==> src/rtl/smute_pkg.sv <==
package smute_pkg;
    typedef enum logic [1:0] {
        ST_OPEN = 2'd0,
        ST_FALL = 2'd1,
        ST_SHUT = 2'd2,
        ST_RISE = 2'd3
    } smute_state_e;
endpackage

==> src/rtl/smute_pace.sv <==
// Step pacer: emits one tick every DIV cycles while a ramp runs.
// DIV comes from the length select latched at ramp start.
module smute_pace #(
    parameter int N_STEPS = 64,
    parameter int DUR0    = 60000,
    parameter int DUR1    = 120000,
    parameter int DUR2    = 5050000,
    parameter int DUR3    = 40500000
) (
    input  logic       clk,
    input  logic       rst_n,
    input  logic       restart,
    input  logic       run,
    input  logic [1:0] sel,
    output logic       tick
);
    localparam int D0 = (DUR0 / N_STEPS > 0) ? DUR0 / N_STEPS : 1;
    localparam int D1 = (DUR1 / N_STEPS > 0) ? DUR1 / N_STEPS : 1;
    localparam int D2 = (DUR2 / N_STEPS > 0) ? DUR2 / N_STEPS : 1;
    localparam int D3 = (DUR3 / N_STEPS > 0) ? DUR3 / N_STEPS : 1;
    localparam int DA = (D0 > D1) ? D0 : D1;
    localparam int DB = (D2 > D3) ? D2 : D3;
    localparam int DMAX = (DA > DB) ? DA : DB;
    localparam int CW = $clog2(DMAX + 1);

    typedef struct packed {
        logic [CW-1:0] cnt;
        logic [1:0]    sel;
    } pace_t;

    pace_t cur_q, nx_d;

    function automatic logic [CW-1:0] div_of(input logic [1:0] s);
        case (s)
            2'd0:    div_of = CW'(D0);
            2'd1:    div_of = CW'(D1);
            2'd2:    div_of = CW'(D2);
            default: div_of = CW'(D3);
        endcase
    endfunction

    always_comb begin
        nx_d = cur_q;
        tick = 1'b0;
        if (restart) begin
            nx_d.sel = sel;
            nx_d.cnt = div_of(sel) - CW'(1);
        end else if (run) begin
            if (cur_q.cnt == '0) begin
                tick     = 1'b1;
                nx_d.cnt = div_of(cur_q.sel) - CW'(1);
            end else begin
                nx_d.cnt = cur_q.cnt - CW'(1);
            end
        end
    end

    always_ff @(posedge clk or negedge rst_n) begin
        if (!rst_n) begin
            cur_q <= '0;
        end else begin
            cur_q <= nx_d;
        end
    end

    // steps are spaced by the divider, never back to back when DIV > 1
    p_step_gap_r3: assert property (@(posedge clk) disable iff (!rst_n)
        (tick && div_of(cur_q.sel) != CW'(1)) |=> !tick);
endmodule

==> src/rtl/smute_shape.sv <==
// S-curve: gain = UNITY * (3*N*k^2 - 2*k^3) / N^3, N a power of two.
module smute_shape #(
    parameter int N_STEPS = 64,
    parameter int GAIN_W  = 16,
    parameter int LW      = 7
) (
    input  logic [LW-1:0]     lvl,
    output logic [GAIN_W-1:0] gain
);
    localparam int LOGN = $clog2(N_STEPS);
    localparam int PW   = 3 * LOGN + GAIN_W + 4;
    localparam logic [GAIN_W-1:0] UNITY = '1;

    logic [PW-1:0] k, poly, prod;

    always_comb begin
        k    = PW'(lvl);
        poly = (PW'(3 * N_STEPS) * k * k) - (PW'(2) * k * k * k);
        prod = poly * PW'(UNITY);
        gain = GAIN_W'(prod >> (3 * LOGN));
    end
endmodule

==> src/rtl/smute_ramp.sv <==
module smute_ramp
    import smute_pkg::*;
#(
    parameter int N_STEPS = 64,
    parameter int GAIN_W  = 16,
    parameter int SRC_W   = 2,
    parameter int DEC_SRC = 0,
    // ramp lengths in clock cycles (defaults: 0.48, 0.96, 40.4, 324 ms at 125 MHz)
    parameter int DUR0    = 60000,
    parameter int DUR1    = 120000,
    parameter int DUR2    = 5050000,
    parameter int DUR3    = 40500000
) (
    input  logic              clk,
    input  logic              rst_n,
    input  logic              mute_pin_n,
    input  logic              mute_reg_en,
    input  logic [1:0]        ramp_sel,
    input  logic              couple_en,
    input  logic [SRC_W-1:0]  src_sel,
    input  logic              dec_force,
    output logic [GAIN_W-1:0] gain,
    output logic              busy,
    output logic              dec_mute
);
    localparam int LW = $clog2(N_STEPS) + 1;
    localparam logic [LW-1:0] LVL_FULL = LW'(N_STEPS);
    localparam logic [GAIN_W-1:0] UNITY = '1;

    typedef struct packed {
        smute_state_e st;
        logic [LW-1:0] lvl;
        logic          busy;
        logic          dec;
    } core_t;

    core_t cur_q, nx_d;
    logic [GAIN_W-1:0] gain_q, shaped;
    logic req, restart, run, tick;

    assign req     = ~mute_pin_n | mute_reg_en;
    assign restart = ((cur_q.st == ST_OPEN) && req) || ((cur_q.st == ST_SHUT) && !req);
    assign run     = (cur_q.st == ST_FALL) || (cur_q.st == ST_RISE);

    smute_pace #(
        .N_STEPS(N_STEPS), .DUR0(DUR0), .DUR1(DUR1), .DUR2(DUR2), .DUR3(DUR3)
    ) u_pace (
        .clk(clk), .rst_n(rst_n), .restart(restart), .run(run),
        .sel(ramp_sel), .tick(tick)
    );

    always_comb begin
        nx_d = cur_q;
        case (cur_q.st)
            ST_OPEN: if (req) nx_d.st = ST_FALL;
            ST_FALL: if (tick) begin
                nx_d.lvl = cur_q.lvl - LW'(1);
                if (cur_q.lvl == LW'(1)) nx_d.st = ST_SHUT;
            end
            ST_SHUT: if (!req) nx_d.st = ST_RISE;
            ST_RISE: if (tick) begin
                nx_d.lvl = cur_q.lvl + LW'(1);
                if (cur_q.lvl == LVL_FULL - LW'(1)) nx_d.st = ST_OPEN;
            end
            default: nx_d.st = ST_OPEN;
        endcase
        nx_d.busy = (nx_d.st != ST_OPEN);
        nx_d.dec  = dec_force ||
                    (couple_en && (src_sel == SRC_W'(DEC_SRC)) && (nx_d.st == ST_SHUT));
    end

    smute_shape #(.N_STEPS(N_STEPS), .GAIN_W(GAIN_W), .LW(LW)) u_shape (
        .lvl(nx_d.lvl), .gain(shaped)
    );

    always_ff @(posedge clk or negedge rst_n) begin
        if (!rst_n) begin
            cur_q.st   <= ST_OPEN;
            cur_q.lvl  <= LVL_FULL;
            cur_q.busy <= 1'b0;
            cur_q.dec  <= 1'b0;
            gain_q     <= UNITY;
        end else begin
            cur_q  <= nx_d;
            gain_q <= shaped;
        end
    end

    assign gain     = gain_q;
    assign busy     = cur_q.busy;
    assign dec_mute = cur_q.dec;

    p_open_unity_r5: assert property (@(posedge clk) disable iff (!rst_n)
        (cur_q.st == ST_OPEN) |-> (gain_q == UNITY));
    p_shut_zero_r5: assert property (@(posedge clk) disable iff (!rst_n)
        (cur_q.st == ST_SHUT) |-> (gain_q == '0));
    p_fall_mono_r5: assert property (@(posedge clk) disable iff (!rst_n)
        (cur_q.st == ST_FALL) |=> (gain_q <= $past(gain_q)));
    p_rise_mono_r5: assert property (@(posedge clk) disable iff (!rst_n)
        (cur_q.st == ST_RISE) |=> (gain_q >= $past(gain_q)));
    p_fall_no_abort_r6: assert property (@(posedge clk) disable iff (!rst_n)
        (cur_q.st == ST_FALL) |=> (cur_q.st == ST_FALL || cur_q.st == ST_SHUT));
    p_rise_no_abort_r6: assert property (@(posedge clk) disable iff (!rst_n)
        (cur_q.st == ST_RISE) |=> (cur_q.st == ST_RISE || cur_q.st == ST_OPEN));
    p_idle_unity_r8: assert property (@(posedge clk) disable iff (!rst_n)
        !cur_q.busy |-> (gain_q == UNITY));
    p_dec_at_zero_r9: assert property (@(posedge clk) disable iff (!rst_n)
        (cur_q.dec && !$past(dec_force)) |-> (gain_q == '0));
    p_dec_release_r10: assert property (@(posedge clk) disable iff (!rst_n)
        ($past(cur_q.st) == ST_SHUT && cur_q.st == ST_RISE && !$past(dec_force))
        |-> !cur_q.dec);
    p_force_r11: assert property (@(posedge clk) disable iff (!rst_n)
        dec_force |=> cur_q.dec);
endmodule

==> config.mk <==
export PLATFORM = sky130hd
export DESIGN_NAME = smute_ramp
export DESIGN_NICKNAME = d
export VERILOG_FILES = /design/src/rtl/smute_pkg.sv /design/src/rtl/smute_pace.sv /design/src/rtl/smute_shape.sv /design/src/rtl/smute_ramp.sv
export SDC_FILE = /design/constraint.sdc
export NUM_CORES = 1
export LEC_CHECK = 0
export ABC_AREA = 0
export ABC_CLOCK_PERIOD_IN_PS = 17800
export CORE_MARGIN = 2
export CORE_UTILIZATION = 61
export DETAILED_ROUTE_END_ITERATION = 10
export DONT_BUFFER_PORTS = 1
export PLACE_DENSITY = 0.78
export SLEW_MARGIN = 5
export SYNTH_ARGS = -nofsm -noshare
export SYNTH_HDL_FRONTEND = slang
export SYNTH_SLANG_ARGS = --single-unit
==> constraint.sdc <==
create_clock -name clk -period 17.8 [get_ports clk]
set_input_delay 0.89 -clock clk [delete_from_list [all_inputs] [get_ports clk]]
set_output_delay 0.89 -clock clk [all_outputs]
set_load 0.02 [all_outputs]
==> report_table.html <==
<table>
<tr><th>Metric</th><th>Value</th></tr>
<tr><th colspan="2">Outcome</th></tr>
<tr><td>Outcome</td><td>finished, final reports clean</td></tr>
<tr><th colspan="2">Critical path</th></tr>
<tr><td>Most frequent CP cell</td><td>sky130_fd_sc_hd__fa_1</td></tr>
<tr><td>Family of cells with the greatest summed delay on the critical path</td><td>adder cells</td></tr>
<tr><td>Startpoint of the worst register-to-register path</td><td>u_pace.cur_q[4]</td></tr>
<tr><td>Launching element type of the critical path</td><td>flip-flop</td></tr>
<tr><td>CP Class</td><td>flip-flop to flip-flop</td></tr>
<tr><td>Longest individual stage delay on the worst path</td><td>0.67 ns</td></tr>
<tr><td>Start point of the critical path</td><td>u_pace.cur_q[4]</td></tr>
<tr><td>Data arrival at the endpoint of the critical path</td><td>17.05 ns</td></tr>
<tr><td>Register-to-register setup slack</td><td>0.99 ns</td></tr>
<tr><td>Largest fanout on the critical path</td><td>12</td></tr>
<tr><td>Nature of the critical path endpoint</td><td>flip-flop</td></tr>
<tr><td>Slowest cell on the critical path</td><td>sky130_fd_sc_hd__fa_1</td></tr>
<tr><td>Data required time at the worst endpoint</td><td>18.04 ns</td></tr>
<tr><td>Number of buffers and inverters on the critical path</td><td>12</td></tr>
<tr><th colspan="2">Synthesis</th></tr>
<tr><td>Main combinational cell family by area after synthesis</td><td>adder cells</td></tr>
<tr><td>Dominant cell type by area after synthesis</td><td>sky130_fd_sc_hd__fa_1</td></tr>
<tr><td>Area fraction of the dominant cell type after synthesis</td><td>36.8%</td></tr>
<tr><td>Number of enable-type register cells in the synthesized netlist</td><td>0</td></tr>
<tr><td>Total of warnings raised by yosys</td><td>0</td></tr>
<tr><td>Adder and majority gate portion of the synthesized area</td><td>a little over half</td></tr>
<tr><td>Predominant post-synthesis flop cell</td><td>sky130_fd_sc_hd__dfrtp_1</td></tr>
<tr><td>Unique masters post-synth</td><td>72</td></tr>
<tr><td>Post-synthesis instance area</td><td>approximately 0.016 mm^2</td></tr>
<tr><td>Proportion of synthesized flip-flops having asynchronous set or reset</td><td>100%</td></tr>
<tr><td>Post-synthesis mux area share</td><td>0.205%</td></tr>
<tr><td>Number of instances in the synthesized netlist</td><td>1746</td></tr>
<tr><td>Share of the synthesized area in compound gates (AO/OA/AOI/OAI)</td><td>roughly 10%</td></tr>
<tr><td>Simple logic cell fraction of the synthesized area</td><td>11.9%</td></tr>
<tr><td>Post-Synth XOR/XNOR Area</td><td>6.40%</td></tr>
<tr><td>Sequential fraction of the synthesis area</td><td>7.86%</td></tr>
<tr><td>Number of storage elements in the synthesis netlist</td><td>49</td></tr>
<tr><td>Nets in the synthesized netlist</td><td>2252</td></tr>
<tr><td>Largest cells by area after synthesis</td><td>sky130_fd_sc_hd__fa_1, sky130_fd_sc_hd__ha_1, sky130_fd_sc_hd__inv_1</td></tr>
<tr><td>Post-Syn Area per Cell</td><td>9.09 um^2</td></tr>
<tr><th colspan="2">Global routing</th></tr>
<tr><td>Number of global-route vias before repair</td><td>12200</td></tr>
<tr><td>Global-route wire length before repair</td><td>between 60 and 70 mm</td></tr>
<tr><td>Global-route usage over all layers</td><td>around 29%</td></tr>
<tr><td>Residual overflow from global routing</td><td>0</td></tr>
<tr><td>Initial antenna violation count</td><td>0</td></tr>
<tr><td>Pin count of the biggest net entering global routing</td><td>50</td></tr>
<tr><th colspan="2">Power and ir drop</th></tr>
<tr><td>Clock Power Share</td><td>12.5%</td></tr>
<tr><td>Reported net switching power</td><td>394 uW</td></tr>
<tr><td>Switching share of power</td><td>48.5%</td></tr>
<tr><td>Internal cell power</td><td>approximately 420 uW</td></tr>
<tr><td>Peak VDD IR</td><td>0.0000562 V</td></tr>
<tr><td>Combinational share of power</td><td>66.5%</td></tr>
<tr><td>Part of the total power dissipated in sequential elements</td><td>21.0%</td></tr>
<tr><td>Pwr Density</td><td>49.0 mW/mm^2</td></tr>
<tr><td>Standby leakage power</td><td>0.00867 uW</td></tr>
<tr><th colspan="2">Layout</th></tr>
<tr><td>Share of the core filled with cells in the final layout</td><td>64.2%</td></tr>
<tr><td>Total Nets Final</td><td>2246</td></tr>
<tr><td>Antenna diode instance count</td><td>0</td></tr>
<tr><td>Post-layout instance count excluding filler cells</td><td>2076</td></tr>
<tr><td>Synthesis-to-layout area growth</td><td>4.49%</td></tr>
<tr><td>Fraction of layout cells with a size suffix above 1</td><td>under 10%</td></tr>
<tr><td>Most common cell after layout, fill and taps aside</td><td>sky130_fd_sc_hd__inv_1</td></tr>
<tr><td>Leading cell types in the layout, fill and taps excluded</td><td>sky130_fd_sc_hd__inv_1, sky130_fd_sc_hd__fa_1, sky130_fd_sc_hd__ha_1</td></tr>
<tr><th colspan="2">Run</th></tr>
<tr><td>Max Cap Violations</td><td>0</td></tr>
<tr><th colspan="2">STA</th></tr>
<tr><td>Maximum frequency from static timing analysis</td><td>0.0595 GHz</td></tr>
<tr><td>Number of max-slew violations in the final report</td><td>0</td></tr>
<tr><td>Slew @ Worst Pin</td><td>1.14 ns</td></tr>
<tr><td>Worst-case setup margin in the final layout</td><td>0.990 ns</td></tr>
<tr><td>Count of endpoints failing setup in the final report</td><td>0</td></tr>
<tr><td>Number of hold violations in the final report</td><td>0</td></tr>
<tr><td>Final setup skew</td><td>0.00926 ns</td></tr>
<tr><td>Share of the clock period used by the worst path</td><td>94.4%</td></tr>
<tr><td>Time the worst path needs with I/O delays and setup</td><td>between 15 and 20 ns</td></tr>
<tr><td>Fin Setup TNS</td><td>0 ns</td></tr>
<tr><td>Normalized max-slew margin</td><td>between 20% and 30%</td></tr>
<tr><th colspan="2">Floorplan</th></tr>
<tr><td>Site Rows</td><td>59</td></tr>
<tr><td>I/O pin count</td><td>28</td></tr>
<tr><td>Floorplan die height</td><td>165 um</td></tr>
<tr><td>Effective utilization at floorplan</td><td>61.4%</td></tr>
<tr><td>Die area</td><td>0.0273 mm^2</td></tr>
<tr><td>Floorplan Core Area</td><td>~0.026 mm^2</td></tr>
<tr><td>Die X</td><td>around 170 um</td></tr>
<tr><th colspan="2">CTS</th></tr>
<tr><td>CTS Buf Count</td><td>5</td></tr>
<tr><td>CTS clk-pin slew, worst paths</td><td>~0.080 ns</td></tr>
<tr><td>CTS tree</td><td>built</td></tr>
<tr><td>H-tree depth</td><td>2</td></tr>
<tr><td>CTS sink count</td><td>a little under 50</td></tr>
<tr><td>Cell at the root of the clock tree</td><td>sky130_fd_sc_hd__clkbuf_16</td></tr>
<tr><td>Clk_lat worst skew</td><td>0.31 ns</td></tr>
<tr><td>Buffer levels on the longest clock path</td><td>2</td></tr>
<tr><th colspan="2">Placement</th></tr>
<tr><td>Routability congestion estimate from global placement</td><td>between 0.9 and 1</td></tr>
<tr><td>Number of instances in the placed design</td><td>2062</td></tr>
<tr><td>Post-place setup slack</td><td>0.476 ns</td></tr>
<tr><td>Half-perimeter wire length of the detailed placement result</td><td>roughly 31 mm</td></tr>
<tr><td>Buffers added on ports</td><td>0</td></tr>
<tr><th colspan="2">Routing</th></tr>
<tr><td>Remaining antenna violation count after routing</td><td>0</td></tr>
<tr><td>Total Routed Length</td><td>about 36 mm</td></tr>
<tr><td>Number of optimization iterations in the first detailed-route pass</td><td>5</td></tr>
<tr><td>DRC violation count after routing</td><td>0</td></tr>
<tr><td>Via count of the routed design</td><td>11700</td></tr>
<tr><td>Iter 0 DRT Violations</td><td>just over 800</td></tr>
<tr><td>Detail-routed net length per standard cell</td><td>17.3 um</td></tr>
<tr><td>Via count normalized by instance count</td><td>5.63</td></tr>
<tr><th colspan="2">Min path</th></tr>
<tr><td>Type of the tightest min-delay check</td><td>primary input to async pin</td></tr>
</table>
==> timing repair <==
item                                    4_1_cts  5_1_grt
setup buffers                                 0        6
hold buffers                                  0        0
resized for setup                             0       17
endpoints found under the setup margin        0       10
==> through the flow <==
| stage | power (uW) | hold slack (ns) | area [um^2] |
|---|---|---|---|
| 6_report | 812 | 0.269 | 16600 |
| 5_1_grt | 908 | 0.266 | 16600 |
| 4_1_cts | 812 | 0.268 | 16500 |
| 3_5_place_dp | 706 | 0.502 | 16300 |
| 3_3_place_gp | 694 | 0.497 | 16300 |
| 2_1_floorplan | 585 | 0.466 | 15900 |
==> synthesized netlist by cell type, types with 5 or more instances <==
| master | number |
|---|---|
| sky130_fd_sc_hd__fa_1 | 292 |
| sky130_fd_sc_hd__xnor2_1 | 69 |
| sky130_fd_sc_hd__ha_1 | 204 |
| sky130_fd_sc_hd__nor2b_1 | 11 |
| sky130_fd_sc_hd__nor4_1 | 9 |
| sky130_fd_sc_hd__clkbuf_1 | 35 |
| sky130_fd_sc_hd__nor3_1 | 23 |
| sky130_fd_sc_hd__nand2_1 | 100 |
| sky130_fd_sc_hd__o32ai_1 | 7 |
| sky130_fd_sc_hd__o22ai_1 | 5 |
| sky130_fd_sc_hd__o21ai_0 | 47 |
| sky130_fd_sc_hd__nand3_1 | 18 |
| sky130_fd_sc_hd__o21bai_1 | 7 |
| sky130_fd_sc_hd__a21oi_1 | 66 |
| sky130_fd_sc_hd__a31oi_1 | 10 |
| sky130_fd_sc_hd__nor2_1 | 134 |
| sky130_fd_sc_hd__o21a_1 | 8 |
| sky130_fd_sc_hd__dfrtp_1 | 32 |
| sky130_fd_sc_hd__nand4_1 | 11 |
| sky130_fd_sc_hd__and4_1 | 5 |
| sky130_fd_sc_hd__nand2b_1 | 23 |
| sky130_fd_sc_hd__a21boi_0 | 8 |
| sky130_fd_sc_hd__or3_1 | 5 |
| sky130_fd_sc_hd__o211ai_1 | 8 |
| sky130_fd_sc_hd__and2_1 | 22 |
| sky130_fd_sc_hd__or2_2 | 15 |
| sky130_fd_sc_hd__a21o_1 | 31 |
| sky130_fd_sc_hd__or4_1 | 6 |
| sky130_fd_sc_hd__inv_1 | 405 |
| sky130_fd_sc_hd__dfstp_2 | 17 |
| sky130_fd_sc_hd__xor2_1 | 42 |
==> final timing paths <==
check	endpoint	cells past startpoint
setup / recovery	gain[15]	62
hold / removal	u_pace.cur_q[20]	0
setup reg to reg	gain[15]	62
hold reg to reg	u_pace.cur_q[6]	2
min in group clk	u_pace.cur_q[6]	2
max in group asynchronous	cur_q[8]	0
==> kinds of logic (layout without fill, tap and decap cells) <==
| kind of cell | count (synthesis) | count (layout) |
|---|---|---|
| AO/OA/AOI/OAI | 243 | 243 |
| flip-flops | 49 | 49 |
| XOR/XNOR | 113 | 113 |
| multiplexers | 3 | 3 |
| buffers and inverters | 448 | 443 |
| adder cells (fa/ha/maj) | 496 | 496 |
| AND/OR/NAND/NOR | 394 | 394 |
==> power groups by stage <==
stage	Combinational [uW]	Clock, uW	Sequential [uW]
2_1_floorplan	420	0	165
3_3_place_gp	526	0	168
3_5_place_dp	537	0	170
4_1_cts	541	104	168
5_1_grt	627	108	173
6_report	541	101	171
==> flip-flops by register name, summed over array words and instances, names as in the netlist <==
register,flops
u_pace.cur_q,22
gain,16
cur_q,9
busy,1
dec_mute,1
==> per-layer routing <==
layer	track usage (%)	part of all wire, %	vias up
li1	-	-	5449
met4	6.19	1.9	0
met5	0	0	-
met1	41.0	44	5845
met2	46.1	48	348
met3	4.72	6.6	53
==> area by class of cell <==
cell class | count | area, um^2
Clock buffer | 6 | 129
Clock inverter | 2 | 13.8
Fill cell | 2144 | 9250
Inverter | 406 | 1530
Multi-Input combinational cell | 1249 | 13000
Sequential cell | 49 | 1250
Tap cell | 335 | 419
Timing Repair Buffer | 29 | 218
==> worst register-to-register path, delay by kind of cell (launching register included) <==
| family | cells | cell delay, ns |
|---|---|---|
| buf+inv | 12 | 0.92 |
| compound gates | 18 | 3.70 |
| xor+xnor | 5 | 0.99 |
| flops | 1 | 0.42 |
| simple gates | 9 | 2.07 |
| fa+ha+maj | 18 | 8.61 |
Note: power is estimated with default switching activity, not from simulation.
